### src/rtl/xbus_pkg.sv
package xbus_pkg;
    typedef enum logic [2:0] {
        ST_IDLE,
        ST_ADDR,
        ST_HOLD,
        ST_SETUP,
        ST_STROBE,
        ST_RECOVER,
        ST_FINISH
    } seq_state_e;
endpackage

### src/rtl/xbus_stretch_reg.sv
module xbus_stretch_reg #(
    parameter int SW      = 3,
    parameter int RST_VAL = 1
) (
    input  logic          clk,
    input  logic          rst_n,
    input  logic          we,
    input  logic [SW-1:0] din,
    output logic [SW-1:0] q
);
    always_ff @(posedge clk or negedge rst_n) begin
        if (!rst_n)
            q <= SW'(RST_VAL);
        else if (we)
            q <= din;
    end
endmodule

### src/rtl/xbus_cnt.sv
module xbus_cnt #(
    parameter int CW = 5
) (
    input  logic          clk,
    input  logic          rst_n,
    input  logic          load,
    input  logic [CW-1:0] load_val,
    input  logic          dec,
    output logic          zero
);
    logic [CW-1:0] q;

    always_ff @(posedge clk or negedge rst_n) begin
        if (!rst_n)
            q <= '0;
        else if (load)
            q <= load_val;
        else if (dec && q != '0)
            q <= q - 1'b1;
    end

    assign zero = (q == '0);

    AST_CNT_NO_UNDERFLOW: assert property (@(posedge clk) disable iff (!rst_n)
        (dec && !load) |-> (q != '0));
endmodule

### src/rtl/xbus_seq.sv
module xbus_seq
    import xbus_pkg::*;
#(
    parameter int DW          = 8,
    parameter int AW          = 16,
    parameter int SW          = 3,
    parameter int MC_CLK      = 4,
    parameter int STRETCH_RST = 1
) (
    input  logic          clk,
    input  logic          rst_n,
    input  logic          cfg_we,
    input  logic [SW-1:0] cfg_stretch,
    input  logic          req,
    input  logic          req_we,
    input  logic [AW-1:0] req_addr,
    input  logic [DW-1:0] req_wdata,
    output logic [DW-1:0] rdata,
    output logic          done,
    output logic [DW-1:0] ad_out,
    output logic          ad_oe,
    input  logic [DW-1:0] ad_in,
    output logic [AW-DW-1:0] addr_hi,
    output logic          ale,
    output logic          rd_n,
    output logic          wr_n,
    output logic          psen_n
);
    localparam int ALE_CLK = MC_CLK / 2;
    localparam int SMAX    = (1 << SW) - 1;
    localparam int STB_MAX = ALE_CLK + MC_CLK * SMAX;
    localparam int CW      = $clog2(STB_MAX + 1);

    seq_state_e    state_q, state_d;
    logic [SW-1:0] cur_stretch;
    logic [SW-1:0] lat_s;
    logic          lat_we;
    logic [AW-1:0] lat_addr;
    logic [DW-1:0] lat_wdata;
    logic [CW-1:0] stb_len;
    logic          cnt_load, cnt_dec, cnt_zero;
    logic [CW-1:0] cnt_val;
    logic          accept;

    xbus_stretch_reg #(.SW(SW), .RST_VAL(STRETCH_RST)) u_stretch (
        .clk(clk), .rst_n(rst_n), .we(cfg_we), .din(cfg_stretch), .q(cur_stretch)
    );

    assign stb_len  = CW'(ALE_CLK) + CW'(MC_CLK) * CW'(lat_s);
    assign accept   = (state_q == ST_IDLE) && req;
    assign cnt_load = accept || (state_q == ST_HOLD);
    assign cnt_val  = accept ? CW'(ALE_CLK - 1) : (stb_len - 1'b1);
    assign cnt_dec  = ((state_q == ST_ADDR) || (state_q == ST_STROBE)) && !cnt_zero;

    xbus_cnt #(.CW(CW)) u_cnt (
        .clk(clk), .rst_n(rst_n), .load(cnt_load), .load_val(cnt_val),
        .dec(cnt_dec), .zero(cnt_zero)
    );

    // next-state logic
    always_comb begin
        state_d = state_q;
        unique case (state_q)
            ST_IDLE:    if (req) state_d = ST_ADDR;
            ST_ADDR:    if (cnt_zero) state_d = ST_HOLD;
            ST_HOLD:    state_d = ST_SETUP;
            ST_SETUP:   state_d = ST_STROBE;
            ST_STROBE:  if (cnt_zero) state_d = ST_RECOVER;
            ST_RECOVER: state_d = ST_FINISH;
            ST_FINISH:  state_d = ST_IDLE;
            default:    state_d = ST_IDLE;
        endcase
    end

    // state register and access latches
    always_ff @(posedge clk or negedge rst_n) begin
        if (!rst_n) begin
            state_q   <= ST_IDLE;
            lat_s     <= '0;
            lat_we    <= 1'b0;
            lat_addr  <= '0;
            lat_wdata <= '0;
            rdata     <= '0;
        end else begin
            state_q <= state_d;
            if (accept) begin
                lat_s     <= cur_stretch;
                lat_we    <= req_we;
                lat_addr  <= req_addr;
                lat_wdata <= req_wdata;
            end
            if (state_q == ST_STROBE && cnt_zero && !lat_we)
                rdata <= ad_in;
        end
    end

    // bus outputs
    always_comb begin
        ale    = (state_q == ST_ADDR);
        ad_oe  = (state_q == ST_ADDR) || (state_q == ST_HOLD) ||
                 (lat_we && ((state_q == ST_SETUP) || (state_q == ST_STROBE) ||
                             (state_q == ST_RECOVER)));
        ad_out = ((state_q == ST_ADDR) || (state_q == ST_HOLD)) ? lat_addr[DW-1:0] : lat_wdata;
        rd_n   = !((state_q == ST_STROBE) && !lat_we);
        wr_n   = !((state_q == ST_STROBE) && lat_we);
        psen_n = 1'b1;
        done   = (state_q == ST_FINISH);
        addr_hi = lat_addr[AW-1:DW];
    end

    AST_RESET_IDLE: assert property (@(posedge clk) disable iff (!rst_n)
        $rose(ale) |-> $past(state_q) == ST_IDLE);
    AST_ALE_TWO_CLK: assert property (@(posedge clk) disable iff (!rst_n)
        $rose(ale) |=> ale);
    AST_ADDR_HOLD: assert property (@(posedge clk) disable iff (!rst_n)
        $fell(ale) |-> (ad_oe && $stable(ad_out)));
    AST_RD_PORT_FREE: assert property (@(posedge clk) disable iff (!rst_n)
        !rd_n |-> !ad_oe);
    AST_WR_DRIVEN: assert property (@(posedge clk) disable iff (!rst_n)
        !wr_n |-> ad_oe);
    AST_WR_HOLD: assert property (@(posedge clk) disable iff (!rst_n)
        $rose(wr_n) |-> (ad_oe && $stable(ad_out)));
    AST_ONE_STROBE: assert property (@(posedge clk) disable iff (!rst_n)
        !(!rd_n && !wr_n));
    AST_ALE_NO_STROBE: assert property (@(posedge clk) disable iff (!rst_n)
        ale |-> (rd_n && wr_n));
    AST_DONE_ONE_CLK: assert property (@(posedge clk) disable iff (!rst_n)
        done |=> !done);
    AST_NO_REACCEPT: assert property (@(posedge clk) disable iff (!rst_n)
        (state_q != ST_IDLE) |=> $stable(lat_addr));
    AST_STRETCH_KEPT: assert property (@(posedge clk) disable iff (!rst_n)
        (state_q != ST_IDLE) |=> $stable(lat_s));
endmodule

### config.mk
export PLATFORM = sky130hd
export DESIGN_NAME = xbus_seq
export DESIGN_NICKNAME = d
export VERILOG_FILES = /design/src/rtl/xbus_pkg.sv /design/src/rtl/xbus_stretch_reg.sv /design/src/rtl/xbus_cnt.sv /design/src/rtl/xbus_seq.sv
export SDC_FILE = /design/constraint.sdc
export NUM_CORES = 1
export LEC_CHECK = 0
export BUFFER_PORTS_ARGS = -buffer_cell sky130_fd_sc_hd__buf_2
export CORE_ASPECT_RATIO = 1.5
export CORE_MARGIN = 4
export CORE_UTILIZATION = 50
export CTS_CLUSTER_SIZE = 8
export DETAILED_ROUTE_END_ITERATION = 12
export PLACE_DENSITY = 0.79
export SETUP_SLACK_MARGIN = 0.4
export SLEW_MARGIN = 20
export SYNTH_ARGS = -nofsm -noshare
export SYNTH_HDL_FRONTEND = slang
export SYNTH_SLANG_ARGS = --single-unit
export TNS_END_PERCENT = 100
### constraint.sdc
create_clock -name clk -period 1.8 [get_ports clk]
set_clock_uncertainty 0.1 [all_clocks]
set_input_delay 0.18 -clock clk [delete_from_list [all_inputs] [get_ports clk]]
set_output_delay 0.18 -clock clk [all_outputs]
set_load 0.02 [all_outputs]
; ---- After elaboration in Yosys (flattened, before gate mapping)
; Index checks and enable logic that the tools add are counted.
[op_classes]
shift = 0
n_div = 0
muxes = 8
n_addsub = 3
bitwise = 0
magnitude_cmp = 0
mul = 0
n_eq_ne = 9
reduce_logical = 23
[op_table]
columns = operator, count
row1 = case mux 3 bit (6 select lines), 1
row2 = 2-to-1 mux 5 bit, 3
row3 = subtractor 5 x 1 -> 5 bit (second input constant), 2
row4 = == test 3 bit (second input constant), 3
row5 = 2-to-1 mux 3 bit, 3
row6 = logical AND 1 bit, 8
row7 = 2-to-1 mux 8 bit, 1
row8 = == test 3 x 2 -> 1 bit (second input constant), 2
row9 = logical OR 1 bit, 6
row10 = adder 2 x 5 -> 5 bit (first input constant), 1
row11 = logical NOT 5 bit, 1
row12 = nonzero test 5 bit, 1
row13 = logical NOT 1 bit, 4
row14 = != test 2 bit (second input constant), 2
row15 = == test 3 x 1 -> 1 bit (second input constant), 1
row16 = logical NOT 3 bit, 1
row17 = AND reduction 3 bit, 1
row18 = != test 2 x 1 -> 1 bit (second input constant), 1
row19 = nonzero test 2 bit, 1
[word_totals]
mem_bits_ro = 0
output_inout_bits = 30
register_bits = 47
elab_cells = 51
mem_bits_rw = 0
mem_count = 0
latchBits = 0

; ---- Logic depth before layout (Yosys ltp)
[depth]
depth_word = 6
ltp_mapped = 5
ltp_nobuf = 5

; ---- Cells and area by module
; From an unflattened synthesis, not the netlist that was laid out.
[unflattened]
cells_unflattened = 167
area_unflattened_um2 = 2212.1
[by_module_without_submodules]
columns = mod, area_per_inst_um2, instances, cells_per_inst
row1 = xbus_seq, 1798.0, 1, 129
row2 = xbus_cnt, 304.0, 1, 32
row3 = xbus_stretch_reg, 110.1, 1, 6

; ---- Worst setup path before layout
; OpenSTA, ideal clock, no wires.
[synth_path]
path_type = flip-flop to flip-flop
start = reg state_q[1]
end = reg lat_addr[10]
path_stages_with_launch = 5
path_buffers = 2
setup_slack_ns = 0.158
arrival_ns = 1.417
required_ns = 1.575
path_cell_list = dfrtp_1 -> nor4b_1 -> buf_2 -> buf_6 -> mux2_2
[synth_between]
elab_chain_cells = 2
[synth_rtl]
columns = item, line_no
row1 = "start, declared", xbus_seq.sv:34  ; seq_state_e state_q, state_d;
row2 = "start signal, assigned", xbus_seq.sv:85  ; state_q <= state_d;
row3 = logical NOT 3 bit, xbus_seq.sv:50  ; assign accept = (state_q == ST_IDLE) && req;
row4 = logical AND 1 bit, xbus_seq.sv:50
row5 = "end signal, assigned", xbus_seq.sv:89  ; lat_addr <= req_addr;
row6 = "end, declared", xbus_seq.sv:38  ; logic [AW-1:0] lat_addr;
; Every way passes these cells.
; A chain may end at the register's enable or synchronous reset.

; ---- Worst setup path after layout
[layout_path]
start = reg state_q[0]
end = out ad_out[3]
[layout_between]
elab_chain_cells = 3
word_cells_on_any_way = 4
[layout_rtl]
columns = item, line_no
row1 = == test 3 x 1 -> 1 bit / == test 3 x 2 -> 1 bit (equally long branches), xbus_seq.sv:103  ; ad_out = ((state_q == ST_ADDR) || (state_q == ST_HOLD)) ? lat_addr[DW-1:0] : lat_wdata;
row2 = logical OR 1 bit *, xbus_seq.sv:103
row3 = 2-to-1 mux 8 bit *, xbus_seq.sv:103
row4 = "end, declared", xbus_seq.sv:20  ; output logic [DW-1:0] ad_out,
; Every way passes the cells marked *; elsewhere a longest branch is shown, timed or not.

==> results.yml <==
clock_network:
  cts-root-buf: "clkbuf_8"
  clk_path_buf_depth: 2
  htree_levels: 2
  tritoncts: "yes"
  cts_buffers: 5
  clk_pin_slew_ns: 0.09
  clock_latency_ns: 0.31
  cts_sinks: 47
status:
  violations: "setup timing"
  outcome: "finished, violations left"
synthesis:
  syn_area_um2: 2170
  yosys-top-cells-area: "dfrtp_1, mux2_2, buf_4, dfstp_2, nor4b_1"
  yosysTopAreaCell: "dfrtp_1"
  yosys_warnings: 0
  synth_nets: 197
  yosysTopAreaCellShare_pct: 53.1
  synth-seq-cells: 47
  ys_seq_area_share_pct: 54.3
  syn_inst: 156
  ys_types: 37
  syn_area_per_cell_um2: 13.9
placement:
  dp_slack_ns: 0.0186
  dp_cells: 268
  place_area_um2: 2740
  routabilityCongestion: 0.772
  portBuffers: 68
  hpwl_um: 3340
worst_setup_path:
  cp-end-kind: "output pin"
  cp-start-kind: "flip-flop"
  worst_ep_required_time_ns: 1.52
  critical_path_class: "reg2out"
  cp.arrival_ns: 1.74
  critPathSlowestCell: "dfrtp_2"
  slowest_delay_ns: 0.48
  cp-startpoint: "state_q[0]"
  regToRegStartpoint: "state_q[1]"
  crit_fanout: 4
  crit_chain: "xnor2_4 -> nor2_4 -> buf_6 -> mux2_4 -> buf_6"
  crit_top_cell: "buf_6"
timing:
  slew_violations: 0
  timing.final.crit_share_pct: 112
  final.setup.tns_ns: -2.23
  fin_ws_ns: -0.222
  fmax_mhz: 495
  rsz0062_at_grt: "true"
  setup_viol: 27
  fin_crit_ns: 2.02
  finalHoldViolCount: 0
die:
  die_x_um: 61.8
  core_um2: 4210
  rows: 29
  ios: 70
  die_h_um: 88.6
  start_util_pct: 51.5
  dieArea_um2: 5470
pwr:
  p_leak_nw: 1.76
  power_density_nw_per_um2: 2010
  max-vdd-ir-drop_v: 0.00168
global_routing:
  track_usage_pct: 21.7
  grt_max_degree: 24
  antenna_found_initial: 0
  grt_pass1_wl_um: 8610
  first_global_vias: 1741
  grt.overflow.total: 0
drt:
  firstDrtPassIters: 4
  wl_per_cell_um: 20.5
  drt_iter0_markers: 45
  wirelength_um: 6550
  via_per_inst: 5.31
  drcViolationCount: 0
  num_vias: 1700
  ant_nets: 0
final_layout:
  final_nets: 314
  stdcell_area_um2: 3580
  drive_above_1_share_pct: 70.1
  utilization_pct: 85.1
  antenna_cells: 0
  synthToLayoutAreaGrowth_pct: 65.3
  stdcell_count: 320
flow_run:
  maxCapViolations: 0
hold_path:
  hold_path_class: "in2reg"
  min_from: "req_addr[2]"
[worst max-delay path: cells and delay by family (launching register included)]
| family | cells | cell delay, ns |
|---|---|---|
| DFF | 1 | 0.48 |
| muxes | 1 | 0.31 |
| buffers and inverters | 2 | 0.29 |
| xor gates and xnor gates | 1 | 0.19 |
| and+or+nand+nor | 1 | 0.17 |
[logic make-up after synthesis]
group	share of synthesized area (%)
AO/OA/AOI/OAI	3.46
XOR/XNOR	1.21
adder cells (fa/ha/maj)	0.577
buffers and inverters	5.72
flip-flops	54.3
multiplexers	25.3
other	0.173
AND/OR/NAND/NOR	9.18
[flip-flops by register name, indices dropped and copies added (netlist names)]
name and cells:
lat_addr 16, lat_wdata 8, rdata 8, u_cnt.q 5
lat_s 3, state_q 3, u_stretch.q 3, lat_we 1
[power by group]
group          total, mW  switching, mW  leakage (nW)  internal [mW]
combinational       4.54           1.94          1.16           2.60
clock              0.682          0.368        0.0474          0.314
sequential          1.99          0.426         0.554           1.57
[area by class of cell]
type                            count  area, um^2
Fill cell                         186         627
Tap cell                           46        57.6
Inverter                            3        11.3
Multi-Input combinational cell     91        1220
Clock inverter                      2        16.3
Sequential cell                    47        1180
Clock buffer                        6        82.6
Timing Repair Buffer              125        1010
[repair_timing]
action,in CTS,in global routing
hold buffers,4,14
setup endpoints to repair,56,56
setup buffers,17,6
pin swaps,16,8
cloned,3,0
endpoints found under the hold margin,17,14
resized for setup,73,21
[metrics by stage]
stage	hold slack (ns)	power (mW)
after detailed placement	0.0332	5.00
after floorplan	-0.216	4.29
final	0.00873	7.21
after CTS	0.000329	6.71
after global placement	0.0257	4.93
after global routing	0.00165	7.57
[Yosys cell counts]
cell	count
mux2_2	47
dfrtp_1	46
buf_4	10
nand2_1	5
buf_2	3
inv_1	3
nor3b_1	3
nor4b_1	3
buf_6	2
mux2i_1	2
nand3_1	2
nor2_1	2
nor4_1	2
o21ai_0	2
xnor2_1	2
a21boi_0	1
a21o_1	1
a21oi_1	1
a311o_1	1
a31o_2	1
a32o_1	1
and2_1	1
conb_1	1
dfstp_2	1
ha_1	1
nand2b_1	1
nand3b_1	1
nand3b_4	1
nor2_2	1
nor2b_1	1
nor3b_2	1
nor4b_4	1
o21bai_1	1
o31a_1	1
or2_2	1
or3_1	1
xor2_1	1
[layer usage]
metal,global-route usage [%],up-vias,wire [um]
met5,0,-,0
met4,7.92,0,304
met3,4.38,19,301
met2,36.8,64,3550
met1,26.6,841,2390
li1,-,776,-
[worst paths after layout]
path                                     to  slack (ns)  cells after the start
worst max register to register     rdata[7]       -0.06                      6
max in group asynchronous        state_q[0]        0.87                      3
worst min register to register  lat_addr[8]        0.42                      1
worst min-delay path            lat_addr[2]       0.009                      2
min in group asynchronous        u_cnt.q[0]        0.24                      2
worst max-delay path              ad_out[3]       -0.22                      5
[cells in the final DEF, fill, tap and decap left out, types with 2 or more instances in the layout]
master | netlist | layout
inv_1 | 3 | 3
dfrtp_2 | 0 | 3
dlygate4sd3_1 | 0 | 18
buf_8 | 0 | 4
nor4b_4 | 1 | 3
buf_4 | 10 | 19
mux2_2 | 47 | 3
clkbuf_8 | 0 | 6
buf_2 | 3 | 55
nand2_1 | 5 | 3
nor3b_4 | 0 | 3
mux2_4 | 0 | 44
buf_6 | 2 | 27
dfrtp_1 | 46 | 43
nor2_4 | 0 | 2
Power figures use the tool's default switching activity.
